### src/rtl/acc_core_pkg.sv
package acc_core_pkg;

   // Opcode values are architectural: they occupy the top three bits of
   // the first instruction byte.
   typedef enum logic [2:0] {
      OP_HALT  = 3'b000,
      OP_SKZ   = 3'b001,
      OP_ADD   = 3'b010,
      OP_AND   = 3'b011,
      OP_XOR   = 3'b100,
      OP_LOAD  = 3'b101,
      OP_STORE = 3'b110,
      OP_JUMP  = 3'b111
   } op_e;

   typedef enum logic [2:0] {
      PH_FHI,   // fetch first instruction byte
      PH_FLO,   // fetch second instruction byte
      PH_DEC,   // decode
      PH_OPND,  // operand read or write
      PH_EXEC,  // accumulator and program counter update
      PH_STOP   // halted
   } phase_e;

   localparam int unsigned OPC_W = 3;

   function automatic logic op_reads(input op_e o);
      return (o == OP_ADD) || (o == OP_AND) || (o == OP_XOR) || (o == OP_LOAD);
   endfunction

endpackage

### src/rtl/acc_core_seq.sv
module acc_core_seq
   import acc_core_pkg::*;
(
   input  logic   clk,
   input  logic   rst_n,
   input  op_e    opcode,
   output phase_e phase
);

   phase_e phase_nxt;

   always_comb begin
      phase_nxt = phase;
      case (phase)
         PH_FHI:  phase_nxt = PH_FLO;
         PH_FLO:  phase_nxt = PH_DEC;
         PH_DEC:  phase_nxt = (opcode == OP_HALT) ? PH_STOP : PH_OPND;
         PH_OPND: phase_nxt = PH_EXEC;
         PH_EXEC: phase_nxt = PH_FHI;
         PH_STOP: phase_nxt = PH_STOP;
         default: phase_nxt = PH_FHI;
      endcase
   end

   always_ff @(posedge clk or negedge rst_n) begin
      if (!rst_n) phase <= PH_FHI;
      else        phase <= phase_nxt;
   end

   // the high-byte fetch is always followed by the low-byte fetch
   p_fetch_pair_r2: assert property (@(posedge clk) disable iff (!rst_n)
      phase == PH_FHI |=> phase == PH_FLO);

   // execute always hands over to the next fetch
   p_exec_to_fetch_r3: assert property (@(posedge clk) disable iff (!rst_n)
      phase == PH_EXEC |=> phase == PH_FHI);

   // the stopped phase is left only by reset
   p_stop_sticky_r9: assert property (@(posedge clk) disable iff (!rst_n)
      phase == PH_STOP |=> phase == PH_STOP);

endmodule

### src/rtl/acc_core_pc.sv
module acc_core_pc
   import acc_core_pkg::*;
#(
   parameter int unsigned ADDR_W      = 13,
   parameter int unsigned INSTR_BYTES = 2,
   parameter logic [ADDR_W-1:0] RESET_PC = '0
) (
   input  logic              clk,
   input  logic              rst_n,
   input  phase_e            phase,
   input  op_e               opcode,
   input  logic              acc_zero,
   input  logic [ADDR_W-1:0] target,
   output logic [ADDR_W-1:0] pc
);

   localparam logic [ADDR_W-1:0] STEP_ONE = ADDR_W'(INSTR_BYTES);
   localparam logic [ADDR_W-1:0] STEP_TWO = ADDR_W'(2 * INSTR_BYTES);

   logic [ADDR_W-1:0] pc_nxt;

   always_comb begin
      pc_nxt = pc;
      if (phase == PH_EXEC) begin
         case (opcode)
            OP_JUMP: pc_nxt = target;
            OP_SKZ:  pc_nxt = pc + (acc_zero ? STEP_TWO : STEP_ONE);
            default: pc_nxt = pc + STEP_ONE;
         endcase
      end
   end

   always_ff @(posedge clk or negedge rst_n) begin
      if (!rst_n) pc <= RESET_PC;
      else        pc <= pc_nxt;
   end

   // the program counter moves only at the end of execute
   p_pc_hold_r3: assert property (@(posedge clk) disable iff (!rst_n)
      phase != PH_EXEC |=> pc == $past(pc));

endmodule

### src/rtl/acc_core_alu.sv
module acc_core_alu
   import acc_core_pkg::*;
#(
   parameter int unsigned DATA_W = 8
) (
   input  op_e               opcode,
   input  logic [DATA_W-1:0] acc,
   input  logic [DATA_W-1:0] opnd,
   output logic [DATA_W-1:0] result,
   output logic              acc_zero
);

   logic [DATA_W-1:0] bit_res;
   logic [DATA_W-1:0] sum;

   // Bitwise operations are one identical slice per data bit.
   for (genvar b = 0; b < DATA_W; b++) begin : g_slice
      assign bit_res[b] = (opcode == OP_AND)  ? (acc[b] & opnd[b]) :
                          (opcode == OP_XOR)  ? (acc[b] ^ opnd[b]) :
                          (opcode == OP_LOAD) ? opnd[b] : acc[b];
   end

   // Modulo 2**DATA_W addition: the carry is discarded.
   assign sum      = acc + opnd;
   assign result   = (opcode == OP_ADD) ? sum : bit_res;
   assign acc_zero = (acc == '0);

endmodule

### src/rtl/acc_core.sv
module acc_core
   import acc_core_pkg::*;
#(
   parameter int unsigned DATA_W = 8,
   parameter int unsigned ADDR_W = 13,
   parameter logic [ADDR_W-1:0] RESET_PC = '0
) (
   input  logic              clk,
   input  logic              rst_n,
   input  logic [DATA_W-1:0] rdata,
   output logic [ADDR_W-1:0] addr,
   output logic              rd,
   output logic              wr,
   output logic [DATA_W-1:0] wdata,
   output logic              fetch,
   output logic              halt
);

   localparam int unsigned HI_ADDR_W   = ADDR_W - DATA_W;
   localparam int unsigned INSTR_BYTES = 2;

   if (OPC_W + ADDR_W != INSTR_BYTES * DATA_W) begin : g_bad_fmt
      $error("opcode plus address must fill exactly two data bytes");
   end
   if (ADDR_W <= DATA_W) begin : g_bad_addr
      $error("address must be wider than one data byte");
   end
   if (RESET_PC[0] != 1'b0) begin : g_bad_reset
      $error("reset program counter must be instruction aligned");
   end

   phase_e            phase;
   op_e               opcode;
   logic [DATA_W-1:0] ir_hi;
   logic [DATA_W-1:0] ir_lo;
   logic [DATA_W-1:0] opnd;
   logic [DATA_W-1:0] acc;
   logic [DATA_W-1:0] alu_res;
   logic              acc_zero;
   logic [ADDR_W-1:0] pc;
   logic [ADDR_W-1:0] target;

   assign opcode = op_e'(ir_hi[DATA_W-1 -: OPC_W]);
   assign target = {ir_hi[HI_ADDR_W-1:0], ir_lo};

   acc_core_seq u_seq (
      .clk    (clk),
      .rst_n  (rst_n),
      .opcode (opcode),
      .phase  (phase)
   );

   acc_core_pc #(
      .ADDR_W      (ADDR_W),
      .INSTR_BYTES (INSTR_BYTES),
      .RESET_PC    (RESET_PC)
   ) u_pc (
      .clk      (clk),
      .rst_n    (rst_n),
      .phase    (phase),
      .opcode   (opcode),
      .acc_zero (acc_zero),
      .target   (target),
      .pc       (pc)
   );

   acc_core_alu #(
      .DATA_W (DATA_W)
   ) u_alu (
      .opcode   (opcode),
      .acc      (acc),
      .opnd     (opnd),
      .result   (alu_res),
      .acc_zero (acc_zero)
   );

   always_ff @(posedge clk or negedge rst_n) begin
      if (!rst_n) begin
         ir_hi <= '0;
         ir_lo <= '0;
         opnd  <= '0;
         acc   <= '0;
      end else begin
         case (phase)
            PH_FHI:  ir_hi <= rdata;
            PH_FLO:  ir_lo <= rdata;
            PH_OPND: if (op_reads(opcode)) opnd <= rdata;
            PH_EXEC: if (op_reads(opcode)) acc <= alu_res;
            default: ;
         endcase
      end
   end

   always_comb begin
      case (phase)
         PH_FHI:  addr = pc;
         PH_FLO:  addr = pc + ADDR_W'(1);
         PH_OPND: addr = target;
         default: addr = pc;
      endcase
   end

   assign fetch = (phase == PH_FHI) || (phase == PH_FLO);
   assign rd    = fetch || ((phase == PH_OPND) && op_reads(opcode));
   assign wr    = (phase == PH_OPND) && (opcode == OP_STORE);
   assign wdata = wr ? acc : '0;
   assign halt  = (phase == PH_STOP);

   // never read and write in the same cycle
   p_rd_wr_excl_r11: assert property (@(posedge clk) disable iff (!rst_n)
      !(rd && wr));

   // a store strobes wr for a single cycle
   p_wr_single_r6: assert property (@(posedge clk) disable iff (!rst_n)
      wr |=> !wr);

   // the second fetch byte comes from the next address
   p_lo_addr_r2: assert property (@(posedge clk) disable iff (!rst_n)
      phase == PH_FLO |-> addr == $past(addr) + ADDR_W'(1));

   // skip, jump and halt make no operand access after decode
   p_no_opnd_access_r7: assert property (@(posedge clk) disable iff (!rst_n)
      (phase == PH_DEC && !op_reads(opcode) && opcode != OP_STORE) |=> (!rd && !wr));

   // non-arithmetic instructions keep the accumulator
   p_acc_keep_r10: assert property (@(posedge clk) disable iff (!rst_n)
      (phase == PH_EXEC && !op_reads(opcode)) |=> acc == $past(acc));

   // once halted the core stays quiet
   p_halt_quiet_r9: assert property (@(posedge clk) disable iff (!rst_n)
      halt |=> (halt && !rd && !wr));

endmodule

### config.mk
export PLATFORM = sky130hd
export DESIGN_NAME = acc_core
export DESIGN_NICKNAME = d
export VERILOG_FILES = /design/src/rtl/acc_core_pkg.sv /design/src/rtl/acc_core_seq.sv /design/src/rtl/acc_core_pc.sv /design/src/rtl/acc_core_alu.sv /design/src/rtl/acc_core.sv
export SDC_FILE = /design/constraint.sdc
export NUM_CORES = 1
export LEC_CHECK = 0
export BUFFER_PORTS_ARGS = -buffer_cell sky130_fd_sc_hd__buf_2
export CAP_MARGIN = 25
export CORE_MARGIN = 5
export CORE_UTILIZATION = 59
export CTS_CLUSTER_SIZE = 10
export DETAILED_ROUTE_END_ITERATION = 10
export PLACE_DENSITY = 0.8
export SKIP_LAST_GASP = 1
export SYNTH_ARGS = -nofsm -noshare
export SYNTH_HDL_FRONTEND = slang
export SYNTH_SLANG_ARGS = --single-unit
export TNS_END_PERCENT = 20
### constraint.sdc
create_clock -name clk -period 3.3 [get_ports clk]
set_input_delay 0.33 -clock clk [delete_from_list [all_inputs] [get_ports clk]]
set_output_delay 0.33 -clock clk [all_outputs]
set_load 0.03 [all_outputs]
## Word-level counts from Yosys, hierarchy flattened

Cells that the tools add are included.

- Register bits: 48
- Output and inout bits: 25
- Word-level logic and storage cells: 82

- Add/subtract/negate cells: 4
- Eq/ne operators: 12
- Mux-type cells: 31
- Bitwise gates (word level): 16
- Reduce and logical (&&, ||, !) cells: 13

Operators by type and width:

| operator | count |
|---|---|
| $pmux 13 s2 | 2 |
| $mux 1 | 24 |
| $eq 3x3->1 const B | 6 |
| $mux 8 | 2 |
| $pmux 3 s5 | 1 |
| $add 13x1->13 const B | 1 |
| $add 13x13->13 | 1 |
| $add 13x2->13 const B | 1 |
| $eq 3x2->1 const B | 4 |
| $add 8x8->8 | 1 |
| $and 1x1->1 | 8 |
| $logic_not 8->1 | 1 |
| $xor 1x1->1 | 8 |
| $eq 3x1->1 const B | 2 |
| $logic_not 3->1 | 2 |
| $mux 3 | 2 |
| $logic_or 1x1->1 | 5 |
| $reduce_bool 4->1 | 1 |
| $reduce_and 3->1 | 1 |
| $logic_and 1x1->1 | 2 |
| $reduce_and 2->1 | 1 |

## Depth between registers and ports, before layout

Gate-level depths: netlist (run 1).

- Depth after elaboration: 6
- Depth in mapped cells: 12

## Modules after synthesis

Synthesis (run 1) repeated with hierarchy kept, for this count alone.

- Cells, all modules: 380
- Area total of the unflattened synthesis: 3522.1 µm²

Modules (own cells, without submodules):

| module | times used | cells each | area each (µm²) |
|---|---|---|---|
| acc_core | 1 | 167 | 1808.0 |
| acc_core_pc | 1 | 96 | 833.3 |
| acc_core_alu | 1 | 105 | 738.2 |
| acc_core_seq | 1 | 12 | 142.6 |

## Worst setup path after synthesis (run 1)

OpenSTA, ideal clock, no wires.

- Path type: flip-flop to flip-flop
- From: register ir_hi[7]
- To: register u_pc.pc[5]
- Setup time: 137 ps
- Arrival: 2322 ps
- Data required time: 3163 ps
- Path slack: 841 ps
- Stages on the path, launching flop included: 12
- Period minus slack after synthesis: 2459 ps
- Cell sequence: dfrtp_1 -> buf_2 -> buf_1 -> nor4b_1 -> nand3_1 -> ha_1 -> inv_1 -> fa_1 -> nor2b_1 -> nand2_1 -> o22ai_1 -> a21oi_1

- Cells in the longest elaborated chain, start to end: 2
- Elaborated cells between the ends (all ways): 3

Ends and longest elaborated chain:

| element | RTL line | RTL |
|---|---|---|
| start: declaration | acc_core.sv:34 | `logic [DATA_W-1:0] ir_hi;` |
| start signal: assignment | acc_core.sv:85 | `PH_FHI: ir_hi <= rdata;` |
| $eq 3x1->1 or $eq 3x3->1 (tied branches) | acc_core_pc.sv:25 | `case (opcode)` |
| $pmux 13 s2 (*) | acc_core_pc.sv:25 |  |
| end signal: assignment | acc_core_pc.sv:35 | `else pc <= pc_nxt;` |
| end: declaration | acc_core_pc.sv:14 | `output logic [ADDR_W-1:0] pc` |

Every way passes the cells marked *; elsewhere a longest branch is shown, timed or not.
A chain may end at the register's enable or synchronous reset.

## Worst setup path after layout (run 1)

- From: register ir_hi[6]
- To: register u_pc.pc[11]

The elaborated chain is that of the path after synthesis.

==> results of run 1 <==
tightest hold or removal path, cell delays in order:
cell and delay (ns):
buf_2 0.10, nand2_1 0.05, o21ai_0 0.06
per-stage QoR:
step / cell area (um2) / setup slack (ns) / instances / utilization, %
global route: 3600 / 0.478 / 466 / 65.8
detailed placement: 3490 / 0.731 / 458 / 63.9
CTS: 3600 / 0.720 / 466 / 65.8
finish: 3600 / 0.710 / 466 / 65.8
floorplan: 3310 / 0.841 / 373 / -
global placement: 3470 / 0.915 / 457 / 63.5
layer usage:
metal / global-route usage (%) / part of all wire (%)
met3: 4.47 / 8.3
met4: 4.75 / 1.7
met5: 0 / 0
met1: 37.8 / 46
met2: 36.4 / 44
synth_stat cells, types with 4 or more instances:
cell | count | area (um2)
inv_1 | 12 | 45.0
mux2_2 | 23 | 259
mux2i_1 | 8 | 80.1
and2_1 | 8 | 50.1
nand2_1 | 31 | 116
nor2b_1 | 4 | 25.0
and3_1 | 6 | 37.5
ha_1 | 11 | 138
buf_2 | 7 | 35.0
clkbuf_1 | 13 | 48.8
a221oi_1 | 5 | 43.8
nor3_1 | 10 | 50.1
o22ai_1 | 15 | 93.8
dfrtp_1 | 48 | 1200
a31oi_1 | 4 | 25.0
a2bb2oi_1 | 4 | 35.0
a21oi_1 | 38 | 190
nor2_1 | 16 | 60.1
nand2b_1 | 7 | 43.8
o21ai_0 | 35 | 175
nand3_1 | 12 | 60.1
logic make-up (layout without fill, tap and decap cells):
| kind of cell | count (synthesis) | in the layout | synth area share (%) |
|---|---|---|---|
| AO/OA/AOI/OAI | 125 | 125 | 23.2 |
| XOR/XNOR | 3 | 3 | 1.02 |
| adder cells (fa/ha/maj) | 13 | 13 | 5.37 |
| buffers and inverters | 38 | 59 | 5.18 |
| flip-flops | 48 | 48 | 36.3 |
| multiplexers | 31 | 31 | 10.2 |
| AND/OR/NAND/NOR | 115 | 115 | 18.7 |
registers in the layout, summed over array words and instances, names as in the netlist:
signal	count
ir_hi	8
opnd	8
ir_lo	8
acc	8
u_seq.phase	3
u_pc.pc	13
area by class of cell:
class,instances,area share [%]
clock buffer,7,2.68
timing repair buffer,40,6.39
inverter,12,1.25
tap,72,2.50
multi-input combinational,287,53.8
sequential,48,33.4
power by group through the flow:
stage / clock network, mW / registers, mW / logic, mW
final: 0.379 / 1.28 / 2.22
after global routing: 0.411 / 1.32 / 2.45
after CTS: 0.384 / 1.27 / 2.20
after detailed placement: 0 / 1.28 / 2.20
after global placement: 0 / 1.26 / 2.14
after floorplan: 0 / 1.07 / 1.85
worst min path at each step:
stage,start,endpoint,slack [ns]
2_1_floorplan,rst_n,acc[0],0.03
3_3_place_gp,ir_lo[3],ir_lo[3],0.51
3_5_place_dp,rst_n,acc[5],0.21
4_1_cts,rdata[6],ir_hi[6],0.29
5_1_grt,rdata[1],opnd[1],0.29
6_report,rdata[6],ir_hi[6],0.29
timing repair:
item                                    CTS  global route
endpoints found under the hold margin     8             0
endpoints found under the setup margin    0             0
hold buffers                              1             0
==> metrics.cfg, run 1 <==
[floorplan]
dieWidth_um=84.9
ios=35
start_util_pct=60.5
core_region_area_mm2=0.00547
num_rows=27
fp.dieH_um=84.9
die_area_mm2=0.00721

[setup_path]
crit_family=simple AND/OR/NAND/NOR gates
cp_num_buf_inv=0
slowest_stage=dfrtp_1
cp_data_arrival_time_ns=2.77
crit_path_end=u_pc.pc[11]
worstSetupPathDepth=7
r2r_start=ir_hi[6]
worst_setup_path_end_kind=flop
r2r_end=u_pc.pc[11]
worst-r2r-setup-slack_ns=0.71
crit_start=ir_hi[6]
criticalPathCategory=reg2reg
slowest_delay_ns=0.59
reg2reg_depth=7
crit_path_max_fanout=18
cp-start-kind=flop
required_ns=3.48
crit_chain=nor4b_1 > nand3_1 > fa_1 > nor2b_1 > nand2_1 > o22ai_1 > a2bb2oi_1

[layout]
area_growth_pct=8.77
n_fill_cell=474
drive_gt1_share_pct=21.1
mostFrequentLayoutCells=48 x dfrtp_1, 38 x a21oi_1, 35 x o21ai_0
insertedDiodeCount=0
nets=417
seqCellArea_mm2=0.00120
multiInputGateArea_mm2=0.00194
final_common_cell=dfrtp_1

[grt]
grt_usage_pct=24.6
grt_max_degree=41
grt_pass1_wl_um=14400
grt_pass1_vias=2726
overflow=0
antenna_found_initial=0

[yosys]
syn_inst=373
synth_edf_count=0
synth_seq_area_share_pct=36.3
postSynth.asyncResetShare_pct=100
ys_ff_latch=48
synthFlopType=dfrtp_1
synth_fp_nets=396
synthesis.area_mm2=0.00331
ys_warn_count=0
ys_types=61
avgSynthCellArea_um2=8.88

[sta]
tightest_slew_ns=0.809
fin_crit_ns=2.59
rsz0062_at_grt=no
post-route-period-util_pct=78.5
finalMaxSlewViolations=0
hold_violations=0
tns_ns=0
fin_skew_ns=0.00397
setup_viol=0
relSlewSlack_pct=45.9
max_freq_ghz=0.386
holdWs_ns=0.288

[min_path]
hold_path.class=in2reg
whs_path_depth=3

[cts]
cts-resized-gates=0
cts_sinks=48
h-tree-depth=2
cts_tree=done
clockBufferDepth=2
cts_setup_buffers=0
worstSkewPairLatency_ns=0.29
cts-buffers-inserted=5
clkTransAtPathRegs_ns=0.09
clock-root-buffer=clkbuf_8

[power]
p_switching_mw=1.95
p_leak_nw=1.56
irDropWorstVdd_mv=0.588
seqPwrFrac_pct=33.0
finalPower_mw=3.88
power.internal_mw=1.93
p_per_area_mw_per_mm2=1080
p_comb_share_pct=57.2
clkPwrFrac_pct=9.8
switching_share_pct=50.3

[outcome]
outcome=finished, final reports clean

[detailed_routing]
wl_um=8770
dr.pass1.iters=6
final_antenna_net_count=0
drc_errors=0
wl_per_cell_um=18.8
num_vias=3033
drt_iter0_drc=310
vias_per_cell=6.51

[flow_run]
drv_cap=0

[place]
place_congestion=0.933
post-dp-hpwl_um=6380
portBuffers=34

No activity file was read; power rests on OpenSTA's default activity.
==> run 2, diff against run 1 <==
Clock period 3.3 ns to 2.6 ns, I/O delays scaled along.
==> metrics.cfg, run 2 (synthesis results as in run 1) <==
[floorplan]
num_rows=27  ; unchanged
dieWidth_um=84.9  ; unchanged
fp.dieH_um=84.9  ; unchanged
ios=35  ; unchanged
die_area_mm2=0.00721  ; unchanged
core_region_area_mm2=0.00547  ; unchanged
start_util_pct=60.5  ; unchanged

[layout]
nets=421  ; +0.96%
drive_gt1_share_pct=22.3  ; +1.2 points
final_common_cell=dfrtp_1
insertedDiodeCount=0  ; unchanged
mostFrequentLayoutCells=47 x dfrtp_1, 38 x a21oi_1, 35 x o21ai_0
top_register=u_pc.pc
largest_reg_flops=13  ; unchanged
final_core_util_pct=66.1  ; +0.27 points
fin_area_mm2=0.00362  ; +0.42%
area_growth_pct=9.22

[min_path]
min-delay-start=rdata[1]
whs_path_depth=3  ; unchanged
hold_path.class=in2reg
hold_end=opnd[1]

[sta]
fin_crit_ns=2.39
hold_violations=0  ; unchanged
relSlewSlack_pct=45.7  ; -0.18 points
post-route-period-util_pct=92.0
fin_skew_ns=0.00387  ; -0.0000998 ns
tightest_slew_ns=0.810  ; +0.000548 ns
tns_ns=0  ; unchanged
holdWs_ns=0.192  ; -0.0961 ns
rsz0062_at_grt=no
max_freq_ghz=0.418
setup_viol=0  ; unchanged
finalMaxSlewViolations=0  ; unchanged

[grt]
grt_pass1_vias=2901  ; +6.4%
antenna_found_initial=0  ; unchanged
grt_usage_pct=25.7  ; +1.0 points
grt_pass1_wl_um=15000  ; +4.1%
overflow=0  ; unchanged
grt_max_degree=30  ; -27%

[detailed_routing]
drc_errors=0  ; unchanged
wl_per_cell_um=18.7  ; -0.38%
dr.pass1.iters=5  ; -1
num_vias=3129  ; +3.2%
final_antenna_net_count=0  ; unchanged
wl_um=8830  ; +0.68%
vias_per_cell=6.64  ; +2.1%
drt_iter0_drc=461  ; +49%

[place]
placed_cell_area_mm2=0.00351  ; +0.50%
portBuffers=34  ; unchanged
place_congestion=0.978  ; +4.8%
post-dp-hpwl_um=6480  ; +1.4%

[power]
irDropWorstVdd_mv=0.584  ; -0.66%
p_leak_nw=1.57  ; +0.89%
p_per_area_mw_per_mm2=1370  ; +27%

[cts]
clock-root-buffer=clkbuf_8
clockBufferDepth=2  ; unchanged
cts_setup_buffers=0  ; unchanged
cts-buffers-inserted=5  ; unchanged
cts_tree=done
cts_sinks=48  ; unchanged
h-tree-depth=2  ; unchanged
clkTransAtPathRegs_ns=0.09  ; about the same
worstSkewPairLatency_ns=0.30  ; about the same

[setup_path]
worst-r2r-setup-slack_ns=0.22  ; -0.49 ns
slowest_delay_ns=0.56  ; -0.03 ns
reg2reg_depth=7  ; unchanged
cp_num_buf_inv=1  ; +1
crit_chain=nand4_4 > or3_4 > nor2_1 > mux2i_1 > a21oi_1 > buf_2
criticalPathCategory=reg2out
slowest_stage=dfrtp_1
r2r_end=u_pc.pc[5]
cp_data_arrival_time_ns=2.13  ; -0.64 ns
worst_setup_path_end_kind=output pin
crit_path_max_fanout=8  ; -10
cp-start-kind=flop
r2r_start=acc[1]
required_ns=2.34  ; -1.14 ns
crit_family=simple AND/OR/NAND/NOR gates

[flow_run]
drv_cap=0  ; unchanged

[outcome]
outcome=finished, final reports clean

==> run 2: cell types whose count changed in the layout (fill, tap and decap cells not counted) <==
cell      change
buf_4         +5
clkbuf_8      -1
dfrtp_1       -1
buf_12        -1
dfrtp_2       +1
clkinv_2      +2
==> run 2: worst max path at each step <==
stage               cells past startpoint  slack (ns)         end        from
finish                                  6        0.21    addr[12]  u_pc.pc[5]
detailed placement                      7        0.32  u_pc.pc[5]      acc[1]
global route                            6        0.06    addr[12]  u_pc.pc[5]
floorplan                              11        0.14  u_pc.pc[5]    ir_hi[7]
CTS                                     6        0.20    addr[12]  u_pc.pc[4]
global placement                        7        0.33  u_pc.pc[9]      acc[1]
==> run 2: per-stage QoR <==
stage / total power [mW] / setup slack, ns / std cells
finish: 4.96 / 0.208 / 471
global route: 5.35 / 0.0553 / 471
CTS: 4.93 / 0.203 / 471
detailed placement: 4.45 / 0.324 / 462
global placement: 4.35 / 0.332 / 462
floorplan: 3.71 / 0.141 / 373
==> run 2: where the power goes <==
group	internal [mW]	switching (mW)
Clock	0.213	0.253
Combinational	1.15	1.80
Sequential	1.10	0.440
==> run 2: worst min-delay path, cell delays in order <==
cell and delay (ns):
buf_2 0.10, nand2_1 0.04, o21ai_0 0.06
==> run 2: area by class of cell <==
cell class / count / area (um2)
Timing Repair Buffer: 44 / 248
Multi-Input combinational cell: 287 / 1940
Tap cell: 72 / 90.1
Clock inverter: 2 / 10.0
Sequential cell: 48 / 1200
Fill cell: 484 / 1860
Inverter: 12 / 45.0
Clock buffer: 6 / 82.6
==> run 2: timing repair <==
| action | 4_1_cts | 5_1_grt |
|---|---|---|
| endpoints found under the hold margin | 19 | 0 |
| endpoints found under the setup margin | 0 | 1 |
| gates resized for setup | 0 | 1 |
| hold buffers | 1 | 0 |
==> run 2: metal layers <==
metal	share of wire, %	up-vias	global-route usage, %
li1	-	1437	-
met1	43	1477	37.0
met4	1.6	0	5.61
met5	0	-	0
met3	10	23	6.80
met2	45	192	38.8
==> run 3, diff against run 2 <==
Settings changed: ABC_AREA set to 1.
==> metrics.cfg, run 3 <==
[yosys]
synth_top_family_by_area=simple AND/OR/NAND/NOR gates
synth.most_common_cell=nand2_1
syn_inst=473  ; +27%
synth_compound_area_share_pct=15.6  ; -7.7 points
synth-simple-area-share_pct=30.8  ; +12 points
avgSynthCellArea_um2=7.01  ; -21%
synth_seq_area_share_pct=36.2  ; -0.041 points
synth_xor_area_share_pct=1.59  ; +0.57 points
ys_types=35  ; -43%
synth_area_leaders=dfrtp_1 36%, nand2_1 14%, o21ai_0 7.7%, inv_1 7.5%, nand3_1 6.3%
ys_warn_count=0  ; unchanged
ys_ff_latch=48  ; unchanged
synthAdderAreaFrac_pct=5.36  ; -0.0061 points
postSynth.asyncResetShare_pct=100  ; unchanged
synthFlopType=dfrtp_1
synth_fp_nets=496  ; +25%
synth_top_cell_by_area=dfrtp_1
synth_edf_count=0  ; unchanged
synthesis.area_mm2=0.00331  ; +0.11%
synth_commonest_cells=121 x nand2_1, 66 x inv_1, 51 x o21ai_0
synthMuxAreaShare_pct=0  ; -10 points
synthDominantCellAreaShare_pct=36.2  ; -0.041 points

[setup_path]
worst_setup_path_end_kind=output pin
cp_data_arrival_time_ns=2.18  ; +0.05 ns
cp-start-kind=flop
required_ns=2.34  ; about the same
criticalPathCategory=reg2out
crit_path_max_fanout=11  ; +3

[sta]
fin_crit_ns=2.44  ; +0.0481 ns
max_freq_ghz=0.410  ; -2.0%
post-route-period-util_pct=93.9  ; +1.9 points
holdWs_ns=0.172  ; -0.0196 ns
finalMaxSlewViolations=0  ; unchanged
tightest_slew_ns=0.568  ; -0.242 ns
relSlewSlack_pct=62.0  ; +16 points
fin_skew_ns=0.00727  ; +0.00340 ns
setup_viol=0  ; unchanged
hold_violations=0  ; unchanged
tns_ns=0  ; unchanged
layout_setup_ws_ns=0.160  ; -0.0481 ns
rsz0062_at_grt=no

[floorplan]
dieWidth_um=85.0  ; about the same
core_region_area_mm2=0.00547  ; unchanged
ios=35  ; unchanged
num_rows=27  ; unchanged
die_area_mm2=0.00722  ; about the same
start_util_pct=60.6  ; +0.069 points
fp.dieH_um=85.0  ; about the same

[cts]
worstSkewPairLatency_ns=0.31  ; about the same
clkTransAtPathRegs_ns=0.09  ; about the same
cts_sinks=48  ; unchanged
h-tree-depth=2  ; unchanged
cts-resized-gates=0  ; unchanged
clockBufferDepth=2  ; unchanged
clock-root-buffer=clkbuf_8
cts-buffers-inserted=5  ; unchanged
cts_tree=done

[place]
place_congestion=0.956  ; -2.3%
post-dp-hpwl_um=6630  ; +2.4%
portBuffers=34  ; unchanged
dp.cells=574  ; +24%
pre_cts_ws_ns=0.357  ; +0.0332 ns
placed_cell_area_mm2=0.00354  ; +0.86%

[grt]
grt_pass1_vias=3196  ; +10%
overflow=0  ; unchanged
antenna_found_initial=0  ; unchanged
grt_usage_pct=25.4  ; -0.25 points
grt_pass1_wl_um=14900  ; -0.14%
grt_max_degree=22  ; -27%

[layout]
insertedDiodeCount=0  ; unchanged
seqCellArea_mm2=0.00120  ; -0.10%
final_common_cell=nand2_1
area_growth_pct=9.97
multiInputGateArea_mm2=0.00177  ; -8.8%
n_fill_cell=512  ; +5.8%
largest_reg_flops=13  ; unchanged
top_register=u_pc.pc
fin_area_mm2=0.00364  ; +0.80%
mostFrequentLayoutCells=121 x nand2_1, 66 x inv_1, 51 x o21ai_0
nets=533  ; +27%
fin_cells=583  ; +24%
drive_gt1_share_pct=13.1  ; -9.2 points

[detailed_routing]
wl_met2_um=3850  ; -3.7%
drt_iter0_drc=348  ; -25%
num_vias=3325  ; +6.3%
dr_wl_met3_um=717  ; -21%
wl_um=8740  ; -1.0%
dr.pass1.iters=5  ; unchanged
vias_per_cell=5.70  ; -14%
wl_per_cell_um=15.0  ; -20%
drc_errors=0  ; unchanged
dr.max_layer_used=met4
final_antenna_net_count=0  ; unchanged
met1_length_um=4000  ; +5.9%

[power]
p_leak_nw=1.93  ; +23%
irDropWorstVdd_mv=0.785  ; +35%
p_per_area_mw_per_mm2=1300  ; -5.2%

[outcome]
outcome=finished, final reports clean

[min_path]
hold_path.class=in2reg

[flow_run]
drv_cap=0  ; unchanged

## run 3: logic make-up after synthesis
kind of cell / count (synthesis)
buffers and inverters: 84
AND/OR/NAND/NOR: 230
AO/OA/AOI/OAI: 92
XOR/XNOR: 6
adder cells (fa/ha/maj): 13
flip-flops: 48
## run 3: critical path: stages (launching register included)
cell and delay [ns]:
dfrtp_1 0.45, inv_2 0.11, nand2_2 0.16, nor2_4 0.25
inv_2 0.17, nor3_2 0.23, inv_2 0.16, nor2_1 0.13
buf_2 0.21
## run 3: cell type report
| cell class | instances | share of cell area, % |
|---|---|---|
| inverters | 76 | 7.96 |
| multi-input cells | 341 | 48.5 |
| repair buffers | 38 | 5.56 |
| flip-flops and latches | 48 | 33.0 |
| well taps | 72 | 2.47 |
| clock buffers | 6 | 2.27 |
| clock inverters | 2 | 0.275 |
## run 3: per-stage QoR
step / power, mW / util [%]
detailed placement: 4.23 / 64.7
finish: 4.74 / 66.6
global route: 5.20 / 66.6
global placement: 4.15 / 64.7
CTS: 4.70 / 66.6
floorplan: 3.54 / -
## run 3: routing by layer
metal	vias to the layer above	global-route usage (%)
li1	1623	-
met1	1502	36.2
met2	181	38.3
met3	19	5.15
met4	0	9.06
met5	-	0
## run 3: repair_timing
| action | CTS | global route |
|---|---|---|
| hold buffers | 1 | 0 |
| hold endpoints to repair | 19 | 0 |
| buffers inserted | 0 | 0 |
## run 3: path summary, 6_finish.rpt
path                                   end            from  depth (start not counted)  slack [ns]
worst min-delay path              ir_lo[4]        rdata[4]                          3        0.17
worst min register to register    ir_hi[1]        ir_hi[1]                          2        0.50
worst max register to register  u_pc.pc[7]        ir_hi[6]                         13        0.33
max in group asynchronous           acc[2]           rst_n                          3        1.56
min in group asynchronous         ir_lo[0]           rst_n                          2        0.43
worst max-delay path              wdata[0]  u_seq.phase[2]                          8        0.16
## run 3: where the power goes
part	switching, mW	total [mW]	internal (mW)
Clock	0.252	0.464	0.213
Sequential	0.377	1.47	1.09
Combinational	1.89	2.80	0.907
Total	2.52	4.74	2.21
